===== src/rtl/rstnmi_pkg.sv =====
package rstnmi_pkg;

    localparam int REG_W = 8;

    // Field positions of the register (read and write share them).
    localparam int BIT_SOFT  = 0;
    localparam int BIT_HARD  = 1;
    localparam int BIT_NMIA  = 2;
    localparam int BIT_NMIB  = 3;
    localparam int BIT_TRAP  = 4;
    localparam int BIT_EXPRS = 7;

    typedef enum logic [1:0] {
        KIND_NONE = 2'd0,
        KIND_SOFT = 2'd1,
        KIND_HARD = 2'd2
    } rst_kind_e;

    typedef struct packed {
        logic trap;
        logic nmi_b;
        logic nmi_a;
    } nmi_flags_t;

    // Reset kind requested by a write; hard outranks soft.
    function automatic rst_kind_e f_req_kind(input logic [REG_W-1:0] wd);
        if (wd[BIT_HARD])      return KIND_HARD;
        else if (wd[BIT_SOFT]) return KIND_SOFT;
        else                   return KIND_NONE;
    endfunction

    // Cause bits loaded when a pending reset completes.
    function automatic logic [1:0] f_cause_bits(input rst_kind_e k);
        case (k)
            KIND_HARD: return 2'b10;
            KIND_SOFT: return 2'b01;
            default:   return 2'b00;
        endcase
    endfunction

    // Flag update for an accepted write.
    function automatic nmi_flags_t f_flags_after_write(
        input nmi_flags_t       cur,
        input logic [REG_W-1:0] wd,
        input logic             copro
    );
        nmi_flags_t nf;
        if (copro) begin
            nf.trap  = cur.trap;
            nf.nmi_b = cur.nmi_b | wd[BIT_NMIB];
            nf.nmi_a = cur.nmi_a | wd[BIT_NMIA];
        end else begin
            nf.trap  = cur.trap & wd[BIT_TRAP];
            nf.nmi_b = wd[BIT_NMIB];
            nf.nmi_a = wd[BIT_NMIA];
        end
        return nf;
    endfunction

endpackage


===== src/rtl/rstnmi_cause_unit.sv =====
module rstnmi_cause_unit
    import rstnmi_pkg::*;
(
    input  logic             clk,
    input  logic             rst,
    input  logic             wr_stb,
    input  logic [REG_W-1:0] wdata,
    input  logic             reset_done,
    output logic [1:0]       cause,
    output logic             soft_pulse,
    output logic             hard_pulse
);
    rst_kind_e req_kind;
    rst_kind_e pend_q;

    assign req_kind = wr_stb ? f_req_kind(wdata) : KIND_NONE;

    always_ff @(posedge clk) begin
        if (rst) begin
            pend_q     <= KIND_NONE;
            cause      <= 2'b00;
            soft_pulse <= 1'b0;
            hard_pulse <= 1'b0;
        end else begin
            soft_pulse <= (req_kind == KIND_SOFT);
            hard_pulse <= (req_kind == KIND_HARD);
            if (reset_done && pend_q != KIND_NONE)
                cause <= f_cause_bits(pend_q);
            if (req_kind != KIND_NONE)
                pend_q <= req_kind;
            else if (reset_done)
                pend_q <= KIND_NONE;
        end
    end
endmodule


===== src/rtl/rstnmi_flag_unit.sv =====
module rstnmi_flag_unit
    import rstnmi_pkg::*;
#(
    parameter int N_BUSY = 4
) (
    input  logic              clk,
    input  logic              rst,
    input  logic              wr_stb,
    input  logic [REG_W-1:0]  wdata,
    input  logic              copro,
    input  logic [N_BUSY-1:0] busy_vec,
    input  logic              trap_evt,
    output nmi_flags_t        flags,
    output logic              nmi_a_pulse,
    output logic              nmi_b_pulse
);
    logic       accept;
    nmi_flags_t nxt;

    assign accept = wr_stb && !(|busy_vec);

    always_comb begin
        nxt = flags;
        if (accept)
            nxt = f_flags_after_write(flags, wdata, copro);
        if (trap_evt)
            nxt.trap = 1'b1;
    end

    always_ff @(posedge clk) begin
        if (rst) begin
            flags       <= '0;
            nmi_a_pulse <= 1'b0;
            nmi_b_pulse <= 1'b0;
        end else begin
            flags       <= nxt;
            nmi_a_pulse <= accept && wdata[BIT_NMIA];
            nmi_b_pulse <= accept && wdata[BIT_NMIB];
        end
    end
endmodule


===== src/rtl/rstnmi_ctrl_reg.sv =====
module rstnmi_ctrl_reg
    import rstnmi_pkg::*;
#(
    parameter int N_BUSY = 4
) (
    input  logic              clk,
    input  logic              rst,
    input  logic              reg_wr,
    input  logic [7:0]        reg_wdata,
    input  logic              wr_copro,
    output logic [7:0]        reg_rdata,
    input  logic              reset_done,
    input  logic              exp_rst_active,
    input  logic              trap_evt,
    input  logic [N_BUSY-1:0] busy_vec,
    output logic              soft_rst_pulse,
    output logic              hard_rst_pulse,
    output logic              nmi_a_pulse,
    output logic              nmi_b_pulse
);
    logic [1:0] cause;
    nmi_flags_t flags;

    rstnmi_cause_unit u_cause (
        .clk        (clk),
        .rst        (rst),
        .wr_stb     (reg_wr),
        .wdata      (reg_wdata),
        .reset_done (reset_done),
        .cause      (cause),
        .soft_pulse (soft_rst_pulse),
        .hard_pulse (hard_rst_pulse)
    );

    rstnmi_flag_unit #(.N_BUSY(N_BUSY)) u_flags (
        .clk         (clk),
        .rst         (rst),
        .wr_stb      (reg_wr),
        .wdata       (reg_wdata),
        .copro       (wr_copro),
        .busy_vec    (busy_vec),
        .trap_evt    (trap_evt),
        .flags       (flags),
        .nmi_a_pulse (nmi_a_pulse),
        .nmi_b_pulse (nmi_b_pulse)
    );

    always_comb begin
        reg_rdata                         = '0;
        reg_rdata[BIT_EXPRS]              = exp_rst_active;
        reg_rdata[BIT_TRAP]               = flags.trap;
        reg_rdata[BIT_NMIB]               = flags.nmi_b;
        reg_rdata[BIT_NMIA]               = flags.nmi_a;
        reg_rdata[BIT_HARD:BIT_SOFT]      = cause;
    end
endmodule


===== config.mk =====
export PLATFORM = sky130hd
export DESIGN_NAME = rstnmi_ctrl_reg
export DESIGN_NICKNAME = d
export VERILOG_FILES = /design/src/rtl/rstnmi_pkg.sv /design/src/rtl/rstnmi_cause_unit.sv /design/src/rtl/rstnmi_flag_unit.sv /design/src/rtl/rstnmi_ctrl_reg.sv
export SDC_FILE = /design/constraint.sdc
export NUM_CORES = 1
export LEC_CHECK = 0
export BUFFER_PORTS_ARGS = -buffer_cell sky130_fd_sc_hd__buf_2
export CELL_PAD_IN_SITES_DETAIL_PLACEMENT = 1
export CELL_PAD_IN_SITES_GLOBAL_PLACEMENT = 1
export CORE_AREA = 3 3 47 49
export DETAILED_ROUTE_END_ITERATION = 16
export DIE_AREA = 0 0 50 52
export GPL_ROUTABILITY_DRIVEN = 0
export GPL_TIMING_DRIVEN = 0
export PLACE_DENSITY = 0.73
export REMOVE_ABC_BUFFERS = 1
export SETUP_SLACK_MARGIN = 0.02
export SLEW_MARGIN = 20
export SYNTH_ARGS = -nofsm -noshare
export SYNTH_HDL_FRONTEND = slang
export SYNTH_HIERARCHICAL = 1
export SYNTH_SLANG_ARGS = --single-unit

===== constraint.sdc =====
create_clock -name clk -period 1.35 [get_ports clk]
set_input_delay 0 -clock clk [delete_from_list [all_inputs] [get_ports clk]]
set_output_delay 0 -clock clk [all_outputs]
set_load 0.005 [all_outputs]

Word level (Yosys, flattened, before mapping) --
Index checks and enable logic that the tools add are counted.
Operators by class: eq/ne operators 5, multiplexer cells 9, bitwise gates (word level) 3, reductions and logical operators 11
Operators with widths (number):
- $mux 2 | 4
- $reduce_bool 2->1 | 4
- $mux 3 | 2
- $eq 2x1->1 const B | 2
- $eq 2x2->1 const B | 2
- $logic_and 1x1->1 | 4
- $pmux 2 s2 | 1
- $reduce_or 4->1 | 1
- $mux 1 | 2
- $ne 2x1->1 const B | 1
- $or 1x1->1 | 2
- $reduce_and 2->1 | 1
- $and 1x1->1 | 1
- $logic_not 1->1 | 1
Storage, ports and cells: output and inout port bits 12, logic and storage cells 37, input bits 19, bits in registers 11

Logic depth before layout (Yosys ltp) --
depth after elaboration 5, mapped depth 3, depth with buffers taken out 3

Cells and area by module --
Netlist, hierarchy kept.
Modules (own cells, without submodules):
- rstnmi_cause_unit | area each 195.2 um2, times used 1, cells each 18, seq. area each 120.1 um2
- rstnmi_flag_unit | area each 186.4 um2, times used 1, cells each 16, seq. area each 100.1 um2
- rstnmi_ctrl_reg | area each 26.3 um2, times used 1, cells each 4, seq. area each 0.0 um2

Worst setup path before layout --
OpenSTA, ideal clock, no wires.
path kind input -> register, start point input busy_vec[1], end point register, netlist name u_flags/flags[0], data required time 1.233 ns, slack 0.089 ns, stages 3, data arrival time 1.144 ns, buffers on the path 0, cell sequence or3_4 or4b_4 a32o_1
Between the ends: cells in the longest elaborated chain, start to end 3
Ends and longest elaborated chain:
- start, declared | line rstnmi_ctrl_reg.sv:15 | input logic [N_BUSY-1:0] busy_vec,
- $reduce_or 4->1 | line rstnmi_flag_unit.sv:20 | assign accept = wr_stb && !(|busy_vec);
- $logic_not 1->1 | line rstnmi_flag_unit.sv:20
- $logic_and 1x1->1 | line rstnmi_flag_unit.sv:20
No other way between the ends. A chain may end at the register's enable or synchronous reset.

Final worst setup path --
start point input reg_wr, end point register, netlist name u_flags/flags[1]
Between the ends: cells in the longest elaborated chain, start to end 1
Ends and longest elaborated chain:
- start, declared | line rstnmi_ctrl_reg.sv:8 | input logic reg_wr,
- $logic_and 1x1->1 | line rstnmi_flag_unit.sv:20
No other way between the ends.

==> impl_metrics.tcl <==
set metrics [dict create \
    final_core_util_pct 33.8 \
    synth_cell_types 18 \
    worst-setup-path-type "in2reg" \
    grt_pass1_vias 401 \
    fmax_mhz 795 \
    ys_seq_elements 11 \
    report.final.setup_viol 0 \
    grt_pass1_wl_um 1630 \
    r2r_start "u_cause/pend_q[0]" \
    synth_top_area_share_pct 54.0 \
    cts_root_buf "clkbuf_4" \
    ys_seq_area_share_pct 54.0 \
    slowest_stage "dlygate4sd3_1" \
    synth_area_leaders "dfxtp_1 (54%), buf_4 (5.5%), a32o_1 (4.9%), a21oi_1 (3.7%), a211oi_1 (3.7%)" \
    status "completed" \
    endpoint_kind "flip-flop" \
    nets 90 \
    die_w_um 50 \
    slew_viol_final 0 \
    finalPower_uw 632 \
    fin_cells 97 \
    place_inst 86 \
    vias 392 \
    drive_gt1_share_pct 44.3 \
    hold_viol 0 \
    clk_latency_ns 0.26 \
    combPwrFrac_pct 11.9 \
    syn_to_final_growth_pct 57.4 \
    required_ns 1.51 \
    wl_per_cell_um 10.0 \
    critPathMaxFanout 5 \
    gr-total-overflow 0 \
    ff2ff_setup_slack_ns 0.59 \
    r2r_cells 2 \
    avgSynthCellArea_um2 10.7 \
    hold_class "in2out" \
    cp-start-kind "input pin" \
    powerDensity_mw_per_mm2 985 \
    max_stage_delay_ns 0.51 \
    startpoint "reg_wr" \
    grt_use_total_pct 8.72 \
    die_h_um 52 \
    switching_power_uw 144 \
    start_util_pct 21.4 \
    ir_worst_vdd_mv 0.328 \
    reg2reg_to "u_cause/pend_q[0]" \
    hold_depth 0 \
    synth_warnings 6 \
    pwr-share-seq_pct 53.8 \
    core_mm2 0.00190 \
    numCtsBuffers 3 \
    switching_share_pct 22.7 \
    dieArea_mm2 0.00260 \
    synth_area_um2 408 \
    period_minus_slack_ns 1.26 \
    ios 31 \
    synth_largest_area_cell "dfxtp_1" \
    crit_chain "dlygate4sd3_1, buf_2, or4b_4, a32o_1" \
    intPower_uw 488 \
    drtAntennaViolNets 0 \
    crit_arrival_ns 1.41 \
    clock_path_buffers 2 \
    fp-row-count 16 \
    finClkSkew_ns 0.0000827 \
    final_common_cell "buf_2" \
    antenna_found_initial 0 \
    detail_route.wirelength_um 972 \
    grt_max_degree 10 \
    drv_cap 0 \
    drt_iter0_drc 5 \
    layout_common_cells "buf_2 (23), dfxtp_1 (11), dlygate4sd3_1 (7)" \
    firstDrtPassIters 3 \
    finalSetupTns_ns 0 \
    clock_sinks 11 \
    numPortBuffers 23 \
    clkTransAtPathRegs_ns 0.07 \
    cts.htree.levels 1 \
    viasPerCell 4.04 \
    whs_endpoint "reg_rdata[7]" \
    leakagePower_nw 0.293 \
    p_clk_share_pct 34.3 \
    drc 0 \
    fin_crit_sh_pct 93.2 \
    cts_setup_buffers 0 \
    antennaDiodeCount 0 \
    hp-start "exp_rst_active" \
    rsz0062_at_grt "false" \
    synthCells 38 \
    cts_tree "done" \
]
## layout make-up
| type | instances | area, µm² |
|---|---|---|
| Tap cell | 27 | 33.8 |
| Sequential cell | 11 | 220 |
| Multi-Input combinational cell | 24 | 171 |
| Clock buffer | 3 | 22.5 |
| Fill cell | 235 | 1260 |
| Clock inverter | 1 | 5.00 |
| Timing Repair Buffer | 30 | 185 |
| Inverter | 1 | 3.75 |
## worst max-delay path: cells and delay by family
| kind | cells | cell delay, ns |
|---|---|---|
| AOI/OAI and AO/OA | 1 | 0.27 |
| buffers and inverters | 2 | 0.65 |
| and+or+nand+nor | 1 | 0.49 |
## worst max path at each step
stage	to	slack (ns)	cells past startpoint
2_1_floorplan	u_flags/flags[0]	0.09	3
3_3_place_gp	u_flags/flags[1]	-0.04	4
3_5_place_dp	u_flags/flags[1]	-0.06	4
4_1_cts	u_flags/flags[1]	0.1	4
5_1_grt	u_flags/flags[0]	0.07	4
6_report	u_flags/flags[1]	0.09	4
## synth_stat cells (all sizes together)
master,count
nor2,3
nand3b,1
or4b,1
conb,1
a32o,2
a21oi,3
a211oi,2
nor4b,1
or3,1
a221oi,1
nand2,2
inv,1
nor3,1
o31a,1
and2,2
nand2b,1
dfxtp,11
buf,3
## state kept, by name (all words and copies together), names as in the netlist
| register | flops |
|---|---|
| u_flags/nmi_a_pulse | 1 |
| u_cause/pend_q | 2 |
| u_flags/nmi_b_pulse | 1 |
| u_cause/cause | 2 |
| u_cause/soft_pulse | 1 |
| u_cause/hard_pulse | 1 |
| u_flags/flags | 3 |
## power by group through the flow
stage / sequential (mW) / clock (mW) / combinational, mW
2_1_floorplan: 0.348 / 0 / 0.0200
3_5_place_dp: 0.348 / 0 / 0.0602
4_1_cts: 0.340 / 0.232 / 0.0756
6_report: 0.340 / 0.217 / 0.0753
3_3_place_gp: 0.347 / 0 / 0.0586
5_1_grt: 0.342 / 0.247 / 0.0853
## routing by layer
metal  up-vias  GRT usage [%]  share of wire, %
met5         -              0                 0
met2        16           14.1                51
met3         2           2.01               6.6
met4         0           9.68               2.8
li1        197              -                 -
met1       177           8.74                40
## through the flow
step / hold slack [ns] / area (µm²) / worst slack, ns
CTS: 0.0000346 / 636 / 0.0982
global placement: 0.0000346 / 538 / -0.0366
floorplan: 0 / 389 / 0.0885
finish: 0.0000110 / 642 / 0.0920
detailed placement: 0.0000346 / 538 / -0.0571
global route: 0.0000333 / 642 / 0.0699
## repair_timing
| item | 4_1_cts | 5_1_grt |
|---|---|---|
| resized for setup | 0 | 1 |
| setup endpoints to repair | 0 | 1 |
| hold buffers | 7 | 0 |
| hold endpoints to repair | 9 | 0 |
## logic make-up after synthesis
logic type | after synthesis | synth area share, %
buffers and inverters | 4 | 6.44
AO/OA/AOI/OAI | 9 | 18.1
AND/OR/NAND/NOR | 13 | 20.6
flip-flops | 11 | 54.0
other | 1 | 0.919
(Power assumes the default switching activity.)
